<file path="src/rtl/ep_pkg.sv">
package ep_pkg;
  localparam int CHAIN_BIT = 0;
  typedef enum logic {HOLD_EMPTY = 1'b0, HOLD_FULL = 1'b1} hold_e;
endpackage

</file>
<file path="src/rtl/ep_slot_scan.sv">
module ep_slot_scan #(
  parameter int SLOTS = 8,
  localparam int SW = $clog2(SLOTS)
) (
  input  logic [SLOTS-1:0] chain,
  input  logic [SW-1:0]    start,
  output logic [SLOTS-1:0] mask,
  output logic             last,
  output logic [SW-1:0]    next_start
);
  logic          stop;
  logic [SW-1:0] end_idx;

  always_comb begin
    mask    = '0;
    stop    = 1'b0;
    end_idx = start;
    for (int i = 0; i < SLOTS; i++) begin
      if (!stop && i >= int'(start)) begin
        mask[i] = 1'b1;
        end_idx = SW'(i);
        if (!chain[i] || i == SLOTS - 1) stop = 1'b1;
      end
    end
  end

  assign last       = (end_idx == SW'(SLOTS - 1));
  assign next_start = end_idx + SW'(1);
endmodule

</file>
<file path="src/rtl/ep_pkt_reg.sv">
module ep_pkt_reg #(
  parameter int SLOTS = 8,
  parameter int IW    = 32,
  localparam int SW = $clog2(SLOTS),
  localparam int PW = SLOTS * IW
) (
  input  logic          clk,
  input  logic          rst_n,
  input  logic          load,
  input  logic [PW-1:0] load_data,
  input  logic          advance,
  input  logic          last,
  input  logic [SW-1:0] next_start,
  output logic [PW-1:0] pkt,
  output logic          full,
  output logic [SW-1:0] start
);
  import ep_pkg::*;

  hold_e         st_q, st_d;
  logic [SW-1:0] start_q, start_d;
  logic [PW-1:0] pkt_q;

  always_comb begin
    st_d    = st_q;
    start_d = start_q;
    if (load) begin
      st_d    = HOLD_FULL;
      start_d = '0;
    end else if (advance) begin
      if (last) begin
        st_d    = HOLD_EMPTY;
        start_d = '0;
      end else begin
        start_d = next_start;
      end
    end
  end

  always_ff @(posedge clk or negedge rst_n) begin
    if (!rst_n) begin
      st_q    <= HOLD_EMPTY;
      start_q <= '0;
    end else begin
      st_q    <= st_d;
      start_q <= start_d;
    end
  end

  always_ff @(posedge clk) begin
    if (load) pkt_q <= load_data;
  end

  assign pkt   = pkt_q;
  assign full  = (st_q == HOLD_FULL);
  assign start = start_q;


  load_first_chk: assert property (@(posedge clk) disable iff (!rst_n)
    load |=> (full && start == '0));
endmodule

</file>
<file path="src/rtl/ep_splitter.sv">
module ep_splitter #(
  parameter int SLOTS = 8,
  parameter int IW    = 32,
  localparam int SW = $clog2(SLOTS),
  localparam int PW = SLOTS * IW
) (
  input  logic             clk,
  input  logic             rst_n,
  input  logic             fp_valid,
  input  logic [PW-1:0]    fp_data,
  output logic             fp_ready,
  output logic             grp_valid,
  output logic [SLOTS-1:0] grp_mask,
  output logic [PW-1:0]    grp_data,
  input  logic             grp_accept
);
  import ep_pkg::*;

  logic [PW-1:0]    pkt;
  logic             full, last, load, advance;
  logic [SW-1:0]    start, next_start;
  logic [SLOTS-1:0] chain, mask;

  genvar g;
  generate
    for (g = 0; g < SLOTS; g++) begin : g_chain
      assign chain[g] = pkt[g*IW + CHAIN_BIT];
    end
  endgenerate

  assign fp_ready = !full;
  assign load     = fp_valid && fp_ready;
  assign advance  = full && grp_accept;

  ep_slot_scan #(.SLOTS(SLOTS)) u_scan (
    .chain(chain), .start(start), .mask(mask),
    .last(last), .next_start(next_start)
  );

  ep_pkt_reg #(.SLOTS(SLOTS), .IW(IW)) u_hold (
    .clk(clk), .rst_n(rst_n), .load(load), .load_data(fp_data),
    .advance(advance), .last(last), .next_start(next_start),
    .pkt(pkt), .full(full), .start(start)
  );

  assign grp_valid = full;
  assign grp_mask  = full ? mask : '0;
  assign grp_data  = pkt;


  mask_nonempty_chk: assert property (@(posedge clk) disable iff (!rst_n)
    grp_valid |-> grp_mask != '0);

  groups_disjoint_chk: assert property (@(posedge clk) disable iff (!rst_n)
    (grp_valid && grp_accept && !grp_mask[SLOTS-1]) |=>
      (grp_valid && (grp_mask & $past(grp_mask)) == '0));

  hold_stable_chk: assert property (@(posedge clk) disable iff (!rst_n)
    (grp_valid && !grp_accept) |=> ($stable(grp_mask) && $stable(grp_data)));

  ready_excl_chk: assert property (@(posedge clk) disable iff (!rst_n)
    !(fp_ready && grp_valid));

  ready_after_last_chk: assert property (@(posedge clk) disable iff (!rst_n)
    (grp_valid && grp_accept && grp_mask[SLOTS-1]) |=> fp_ready);
endmodule

</file>
<file path="config.mk">
export PLATFORM = sky130hd
export DESIGN_NAME = ep_splitter
export DESIGN_NICKNAME = d
export VERILOG_FILES = /design/src/rtl/ep_pkg.sv /design/src/rtl/ep_slot_scan.sv /design/src/rtl/ep_pkt_reg.sv /design/src/rtl/ep_splitter.sv
export SDC_FILE = /design/constraint.sdc
export NUM_CORES = 1
export LEC_CHECK = 0
export CAP_MARGIN = 25
export CORE_AREA = 3 3 204 206
export CTS_BUF_LIST = sky130_fd_sc_hd__clkbuf_8
export DETAILED_ROUTE_END_ITERATION = 16
export DIE_AREA = 0 0 207 209
export PLACE_DENSITY = 0.49
export REMOVE_ABC_BUFFERS = 1
export SYNTH_ARGS = -nofsm -noshare
export SYNTH_HDL_FRONTEND = slang
export SYNTH_HIERARCHICAL = 1
export SYNTH_SLANG_ARGS = --single-unit
</file>
<file path="constraint.sdc">
create_clock -name clk -period 18.3 [get_ports clk]
set_input_delay 3.66 -clock clk [delete_from_list [all_inputs] [get_ports clk]]
set_output_delay 3.66 -clock clk [all_outputs]
set_load 0.02 [all_outputs]
</file>
==> flow_summary.yaml, run 1 <==
timing:
  relSlewSlack_pct: 35.26
  setup_slack_ps: 11830
  hold_viol: 0
  drv_slew: 0
  timing.final.crit_share_pct: 35.35
  post-route-min-period_ps: 6468
  clock.fmax_mhz: 154.6
  rsz0062_at_grt: "false"
  clock_skew_ps: 27.06
  finalSetupViolations: 0
  tns_ps: 0
  tightest_slew_ps: 971.1
final_layout:
  area_growth_syn_to_layout_pct: 81.91
  fin_nets: 1170
  fill_cells: 3862
  layout_commonest_cell: "clkdlybuf4s50_1"
  final_cell_mix: "clkdlybuf4s50_1 (525), edfxtp_1 (256), clkbuf_8 (49)"
  drive_gt1_share_pct: 6.780
pwr:
  p_clk_share_pct: 30.6
  p_leak_nw: 5.167
  p_switching_uw: 471.1
  pwr-share-comb_pct: 23.0
  sw_frac_of_total_pct: 28.08
  p_int_mw: 1.207
  powerDensity_nw_per_um2: 111.5
  peakVddDrop_mv: 0.05451
  pwr-share-seq_pct: 46.4
die:
  initial_core_util_pct: 20.77
  fp.dieH_um: 209
  core_um2: 39820
  io_pins: 526
  dieArea_um2: 43260
  fp.dieW_um: 207
  num_rows: 73
clock_network:
  clk_latency_ps: 590
  hold_buffers: 0
  root_buffer: "clkbuf_8"
  cts_sinks: 260
  ctsResizeCount: 0
  cts_tree: "yes"
  cts_buffer_depth: 3
  cts.clk_slew.worst_paths_ps: 60
  postCtsSetupBuffers: 0
  cts_buffers: 47
  htree_levels: 2
synthesis:
  synthFlopType: "edfxtp_1"
  ys_warn_count: 6
  ys_ff_latch: 260
  syn_inst: 336
  netlist_area_um2: 8272
  synth-edff-count: 256
  synth_cell_types: 34
  async_flop_share_pct: 1.538
  yosysSeqAreaShare_pct: 94.15
  postSynthAreaPerCell_um2: 24.62
status:
  status: "finished clean"
placed_design:
  portBuffers: 525
  hpwl_mm: 21.68
  place_congestion: 0.7840
  post-place-ws_ps: 11190
global_route:
  first_global_vias: 6082
  grt-ovfl-total: 0
  grt_usage_pct: 12.65
  grt_max_degree: 75
  antenna_found_initial: 2
  grt_pass1_wl_mm: 40.61
detailed_routing:
  viasPerCell: 3.735
  drc: 0
  route.antenna.remaining_nets: 0
  wl_mm: 28.46
  dr_total_vias: 5491
  dr.pass1.iters: 4
  avgRoutedWirePerCell_um: 19.36
  drtIter0Drc: 164
setup_path:
  worstPathArrival_ps: 6660
  critPathMostFrequentCell: "buf_4"
  slowest_stage: "buf_4"
  cp-end-kind: "register"
  crit_fanout: 67
  required_ps: 18490
  criticalPathCategory: "input pin to register"
  crit_path_max_incr_delay_ps: 810
  start_kind: "input pin"
  r2r_slack_ps: 14740
  worstPathCellList: "clkdlybuf4s50_1 > and2b_4 > buf_4 > buf_4"
flow_run:
  max-cap-violations: 0
min_path:
  worstHoldPathType: "register to register"
## cells by family (layout without fill, tap and decap cells)
kind of cell,count (synthesis),count (layout),share of synthesized area [%]
adder cells (fa/ha/maj),2,2,0.3025
other,0,1,0
buffers and inverters,14,622,0.8319
AO/OA/AOI/OAI,27,27,2.360
multiplexers,2,2,0.3025
flip-flops,260,260,94.15
AND/OR/NAND/NOR,31,31,2.057
## stage by stage
stage | util, % | instance area (um2) | power [mW] | instances | hold slack, ps
2_1_floorplan | - | 8237 | 0.9812 | 331 | 677.2
3_3_place_gp | 35.59 | 14170 | 1.181 | 1384 | 699.9
3_5_place_dp | 35.59 | 14170 | 1.184 | 1384 | 716.9
4_1_cts | 37.78 | 15040 | 1.718 | 1469 | 730.6
5_1_grt | 37.78 | 15050 | 1.767 | 1470 | 788.0
6_report | 37.78 | 15050 | 1.678 | 1470 | 710.9
## cell usage after synthesis (all sizes together), types with 2 or more instances
library cell  instances  area share, %
edfxtp              256             93
and2                 10           0.79
inv                   9           0.41
nor2                  8           0.36
a21oi                 4           0.24
dfrtp                 4            1.2
nand2                 4           0.18
o21ai                 4           0.24
a21o                  3           0.27
buf                   3           0.33
o22ai                 3           0.23
a221oi                2           0.21
a32o                  2           0.24
clkbuf                2          0.091
ha                    2           0.30
nand2b                2           0.15
nor2b                 2           0.15
nor3                  2           0.12
o211ai                2           0.24
## power by group through the flow
stage          sequential [mW]  combinational [mW]  clock (mW)
6_report                 0.778               0.386       0.514
5_1_grt                  0.787               0.411       0.569
4_1_cts                  0.779               0.395       0.544
3_5_place_dp             0.791               0.393           0
3_3_place_gp             0.789               0.393           0
2_1_floorplan            0.886              0.0957           0
## worst paths after layout
check	from	to	depth (start not counted)
setup / recovery	fp_valid	u_hold/pkt[57]	4
hold / removal	u_hold/full	u_hold/full	1
setup reg to reg	u_hold/full	u_hold/pkt[57]	3
hold reg to reg	u_hold/full	u_hold/full	1
max in group asynchronous	rst_n	u_hold/full	1
min in group asynchronous	rst_n	u_hold/start[1]	1
## registers in the layout, indices dropped and copies added (netlist names)
| signal | count |
|---|---|
| u_hold/pkt | 256 |
| u_hold/full | 1 |
| u_hold/start | 3 |
## critical path: cells and delay by family
kind / cells / cell delay (ps)
buffers and inverters: 3 / 2050
AND/OR/NAND/NOR: 1 / 710
## final cells by class
class	instances	area, um2	area share, %
multi-input combinational	62	417.9	2.777
sequential	260	7787	51.75
antenna	1	2.502	0.01663
inverter	9	33.78	0.2245
timing repair buffer	528	5278	35.07
clock inverter	36	196.4	1.306
tap	525	656.9	4.366
clock buffer	49	674.4	4.482
## layer usage
metal	wire length, um	share of wire, %	GRT usage (%)
met5	13	0.046	0
met3	3114	11	6.891
met4	773	2.7	4.799
met1	10000	35	13.10
met2	14550	51	21.60
(Power assumes the default switching activity.)
==> inputs of run 2 (changes only) <==
CORE_AREA = 3 3 202 204   (was 3 3 204 206)
DIE_AREA = 0 0 205 207   (was 0 0 207 209)
PLACE_DENSITY = 0.52   (was 0.49)
clock period = 5.2 ns   (was 18.3 ns; I/O delays follow)
==> run 2 against run 1 <==
Cell count increased by 0.14%. Count of clock-buffer cells in the layout unchanged. Die area shrank 1.9%. Utilization grew 0.62 points. Sequential power grew to 3.5 times the previous value. Sequential share of layout area shrank 0.36 points. Register-to-register slack got worse by 12000 ps. Clock power grew to 3.6 times the previous value. Critical path type is now register to primary output. Critical endpoint is now grp_mask[6]. Largest cell class unchanged. Largest power group unchanged.
==> flow_summary.yaml, run 2 (same netlist as run 1, synthesis figures left out) <==
die:
  fp.dieH_um: 207
  io_pins: 526
  num_rows: 73
  initial_core_util_pct: 20.96
  fp.dieW_um: 205
  dieArea_um2: 42440
  core_um2: 39460
final_layout:
  fill_cells: 3735
  final_util_pct: 38.40
  seq_area_um2: 7787
  layout_commonest_cell: "clkdlybuf4s50_1"
  fin_nets: 1175
  final_cell_mix: "clkdlybuf4s50_1 (525), edfxtp_1 (256), clkbuf_8 (49)"
  final_cell_area_um2: 15150
  area_growth_syn_to_layout_pct: 83.19
  largest_register_ffs: 256
  multiInputGateArea_um2: 417.9
  instances_no_fill: 1472
  drive_gt1_share_pct: 7.505
setup_path:
  cp_top_family: "compound AO/OA/AOI/OAI gates"
  worstPathCellList: "o21a_1 > o211ai_2 > nor2_1 > a31o_2 > and2_1 > clkdlybuf4s50_1"
  start_kind: "register"
  cp-end-kind: "primary output"
  required_ps: 4160
  slowest_stage: "dfrtp_1"
  crit_path_max_incr_delay_ps: 560
  path_buf_inv: 1
  worstPathArrival_ps: 2660
  criticalPathCategory: "register to primary output"
  crit_fanout: 19
timing:
  drv_slew: 0
  timing.final.crit_share_pct: 71.06
  rsz0062_at_grt: "false"
  tightest_slew_ps: 922.2
  clock_skew_ps: 18.53
  relSlewSlack_pct: 38.52
  hold_viol: 0
  clock.fmax_mhz: 270.6
  finalSetupViolations: 0
  tns_ps: 0
  post-route-min-period_ps: 3695
detailed_routing:
  wl_mm: 28.06
  drc: 0
  route.antenna.remaining_nets: 0
  avgRoutedWirePerCell_um: 19.06
  wl_met3_mm: 3.329
  drtIter0Drc: 224
  dr.pass1.iters: 4
  wl_met1_mm: 9.998
  top_layer: "met5"
  viasPerCell: 3.719
  wl_met2_mm: 13.88
  dr_total_vias: 5474
clock_network:
  cts.clk_slew.worst_paths_ps: 50
  cts_buffer_depth: 3
  cts_buffers: 47
  htree_levels: 2
  root_buffer: "clkbuf_8"
  cts_tree: "yes"
  postCtsSetupBuffers: 0
  hold_buffers: 0
  clk_latency_ps: 580
  ctsResizeCount: 0
  cts_sinks: 260
pwr:
  powerDensity_nw_per_um2: 394.6
  p_leak_nw: 5.213
  finalPower_mw: 5.979
  sw_frac_of_total_pct: 27.75
  p_int_mw: 4.320
  p_switching_mw: 1.659
  p_clk_share_pct: 31.0
  peakVddDrop_mv: 0.1914
  pwr-share-seq_pct: 45.8
  pwr-share-comb_pct: 23.3
global_route:
  antenna_found_initial: 4
  first_global_vias: 5873
  grt_max_degree: 58
  grt_pass1_wl_mm: 39.74
  grt_usage_pct: 12.75
  grt-ovfl-total: 0
status:
  status: "finished clean"
placed_design:
  portBuffers: 525
  hpwl_mm: 21.72
  place_congestion: 0.7825
  dp_cells: 1389
  place_area_um2: 14260
min_path:
  worstHoldPathType: "input pin to async pin"
flow_run:
  max-cap-violations: 0
[run 2: worst reg2reg max path: stages (launching register included)]
cell      delay [ps]
dfrtp_1          560
o21a_1           290
o211ai_2         220
and2_4           220
mux2_4           300
ha_1             210
ha_1             210
nor4bb_1         280
a21o_1           120
[run 2: final cells by class]
cell class                      instances  share of cell area (%)
Antenna cell                            1                 0.01651
Clock buffer                           49                   4.450
Clock inverter                         33                   1.420
Inverter                                9                  0.2229
Multi-Input combinational cell         62                   2.758
Sequential cell                       260                   51.39
Tap cell                              525                   4.335
Timing Repair Buffer                  533                   35.41
[run 2: path summary, 6_finish.rpt]
check	startpoint	to	slack, ps	cells after the start
setup / recovery	u_hold/start[1]	grp_mask[6]	1500	6
hold / removal	rst_n	u_hold/full	700	1
setup reg to reg	u_hold/start[1]	u_hold/start[0]	2740	8
hold reg to reg	u_hold/full	u_hold/full	740	1
max in group asynchronous	rst_n	u_hold/start[0]	4320	1
min in group clk	u_hold/full	u_hold/full	740	1
[run 2: through the flow]
step	setup WS, ps	hold slack, ps
finish	1505	695.4
global route	1337	647.4
CTS	1430	606.6
detailed placement	2096	743.6
global placement	2119	715.5
floorplan	-2265	677.2
[run 2: power by group through the flow]
stage                     Combinational, mW  Sequential, mW  Clock (mW)
final                                  1.39            2.74        1.85
after global routing                   1.47            2.76        2.03
after CTS                              1.41            2.74        1.95
after detailed placement               1.41            2.78           0
after global placement                 1.39            2.77           0
after floorplan                       0.337            3.12           0
[run 2: layer usage]
metal  track usage, %  vias to the layer above
met5                0                        -
li1                 -                     2501
met1            13.53                     2589
met4            5.185                        8
met3            6.522                       59
met2            21.37                      317
==> inputs of run 3 (changes only) <==
CORE_AREA = 3 3 203 205   (was 3 3 202 204)
DIE_AREA = 0 0 206 208   (was 0 0 205 207)
PLACE_DENSITY = 0.5   (was 0.52)
clock period = 3.75 ns   (was 5.2 ns; I/O delays follow)
==> run 3 against run 2 <==
Utilization decreased by 0.18 points. Setup slack lost 1300 ps. Register-to-register slack worse by 1500 ps. Critical path type unchanged. Via count up 1.0%.
==> flow_summary.yaml, run 3 (same netlist as run 1, synthesis figures left out) <==
status:
  status: "finished clean"
pwr:
  p_clk_share_pct: 30.2
  peakVddDrop_mv: 0.2895
  sw_frac_of_total_pct: 28.19
  pwr-share-seq_pct: 46.1
  finalPower_mw: 8.231
  p_int_mw: 5.910
  p_switching_mw: 2.320
  p_leak_nw: 5.218
  pwr-share-comb_pct: 23.8
  powerDensity_nw_per_um2: 543.2
die:
  num_rows: 73
  dieArea_um2: 42850
  fp.dieW_um: 206
  core_um2: 39640
  fp.dieH_um: 208
  initial_core_util_pct: 20.87
  io_pins: 526
timing:
  post-route-min-period_ps: 3539
  relSlewSlack_pct: 49.79
  timing.final.crit_share_pct: 94.38
  rsz0062_at_grt: "false"
  hold_viol: 0
  finalSetupViolations: 0
  tightest_slew_ps: 753.2
  setup_slack_ps: 210.8
  clock.fmax_mhz: 282.5
  drv_slew: 0
  clock_skew_ps: 27.26
final_layout:
  area_growth_syn_to_layout_pct: 83.18
  final_util_pct: 38.22
  drive_gt1_share_pct: 7.482
  fill_cells: 3753
  largest_register_ffs: 256
  final_cell_area_um2: 15150
  seq_area_um2: 7787
  fin_nets: 1177
  multiInputGateArea_um2: 417.9
  layout_commonest_cell: "clkdlybuf4s50_1"
  final_cell_mix: "clkdlybuf4s50_1 (525), edfxtp_1 (256), clkbuf_8 (48)"
flow_run:
  max-cap-violations: 0
setup_path:
  crit_fanout: 19
  worstPathArrival_ps: 2790
  r2r-end: "u_hold/start[0]"
  rr_worst_depth: 8
  required_ps: 3000
  cp-end-kind: "primary output"
  start_kind: "register"
  reg2reg_from: "u_hold/start[1]"
  criticalPathCategory: "register to primary output"
  r2r_slack_ps: 1230
clock_network:
  ctsResizeCount: 0
  cts_sinks: 260
  clk_latency_ps: 590
  cts.clk_slew.worst_paths_ps: 50
  root_buffer: "clkbuf_8"
  postCtsSetupBuffers: 0
  cts_buffer_depth: 3
  hold_buffers: 0
  cts_buffers: 47
  htree_levels: 2
  cts_tree: "yes"
global_route:
  grt_usage_pct: 12.83
  antenna_found_initial: 4
  grt_pass1_wl_mm: 39.88
  grt-ovfl-total: 0
  first_global_vias: 6041
  grt_max_degree: 47
detailed_routing:
  drtIter0Drc: 240
  drc: 0
  viasPerCell: 3.750
  route.antenna.remaining_nets: 0
  avgRoutedWirePerCell_um: 19.42
  dr.pass1.iters: 4
  dr_total_vias: 5531
  wl_mm: 28.65
placed_design:
  portBuffers: 525
  hpwl_mm: 22.04
  place_area_um2: 14290
  place_congestion: 0.8188
  post-place-ws_ps: 794.9
min_path:
  worstHoldPathType: "input pin to async pin"
==> run 3: area by class of cell <==
| cell class | count | share of cell area [%] |
|---|---|---|
| diodes | 1 | 0.01652 |
| flip-flops and latches | 260 | 51.40 |
| multi-input cells | 62 | 2.758 |
| clock inverters | 35 | 1.321 |
| clock buffers | 48 | 4.360 |
| well taps | 525 | 4.335 |
| repair buffers | 535 | 35.59 |
| inverters | 9 | 0.2230 |
==> run 3: how the worst max path moves through the flow <==
stage	endpoint	from	depth (start not counted)	slack, ps
2_1_floorplan	u_hold/start[1]	fp_valid	3	-3420
3_3_place_gp	grp_mask[7]	u_hold/start[1]	6	840
3_5_place_dp	grp_mask[7]	u_hold/start[1]	6	790
4_1_cts	grp_mask[7]	u_hold/start[1]	6	110
5_1_grt	grp_mask[7]	u_hold/start[1]	6	40
6_report	grp_mask[7]	u_hold/start[1]	6	210
==> run 3: critical path: stages, from the launching register on <==
cell,delay (ps)
dfrtp_1,690
o21a_1,240
o211ai_2,140
and2_4,220
nor2_1,170
and2_1,150
clkdlybuf4s50_1,600
==> run 3: power by group through the flow <==
stage	Combinational [mW]	Sequential, mW	Clock, mW
2_1_floorplan	0.467	4.32	0
3_3_place_gp	1.98	3.84	0
3_5_place_dp	1.98	3.85	0
4_1_cts	1.99	3.80	2.63
5_1_grt	2.07	3.83	2.75
6_report	1.96	3.79	2.48
==> run 3: routing by layer <==
metal / wire, um / vias to the layer above / GRT usage [%]
met2: 14550 / 315 / 22.46
li1: - / 2508 / -
met4: 711 / 6 / 4.986
met3: 3673 / 53 / 6.963
met1: 9678 / 2649 / 12.66
met5: 30 / - / 0
==> run 3: metrics by stage <==
step | setup TNS, ps | hold slack, ps | instances
3_3_place_gp | 0 | 734.7 | 1391
3_5_place_dp | 0 | 749.9 | 1391
5_1_grt | 0 | 334.0 | 1475
4_1_cts | 0 | 302.4 | 1474
6_report | 0 | 389.2 | 1475
2_1_floorplan | -810800 | 454.4 | 331
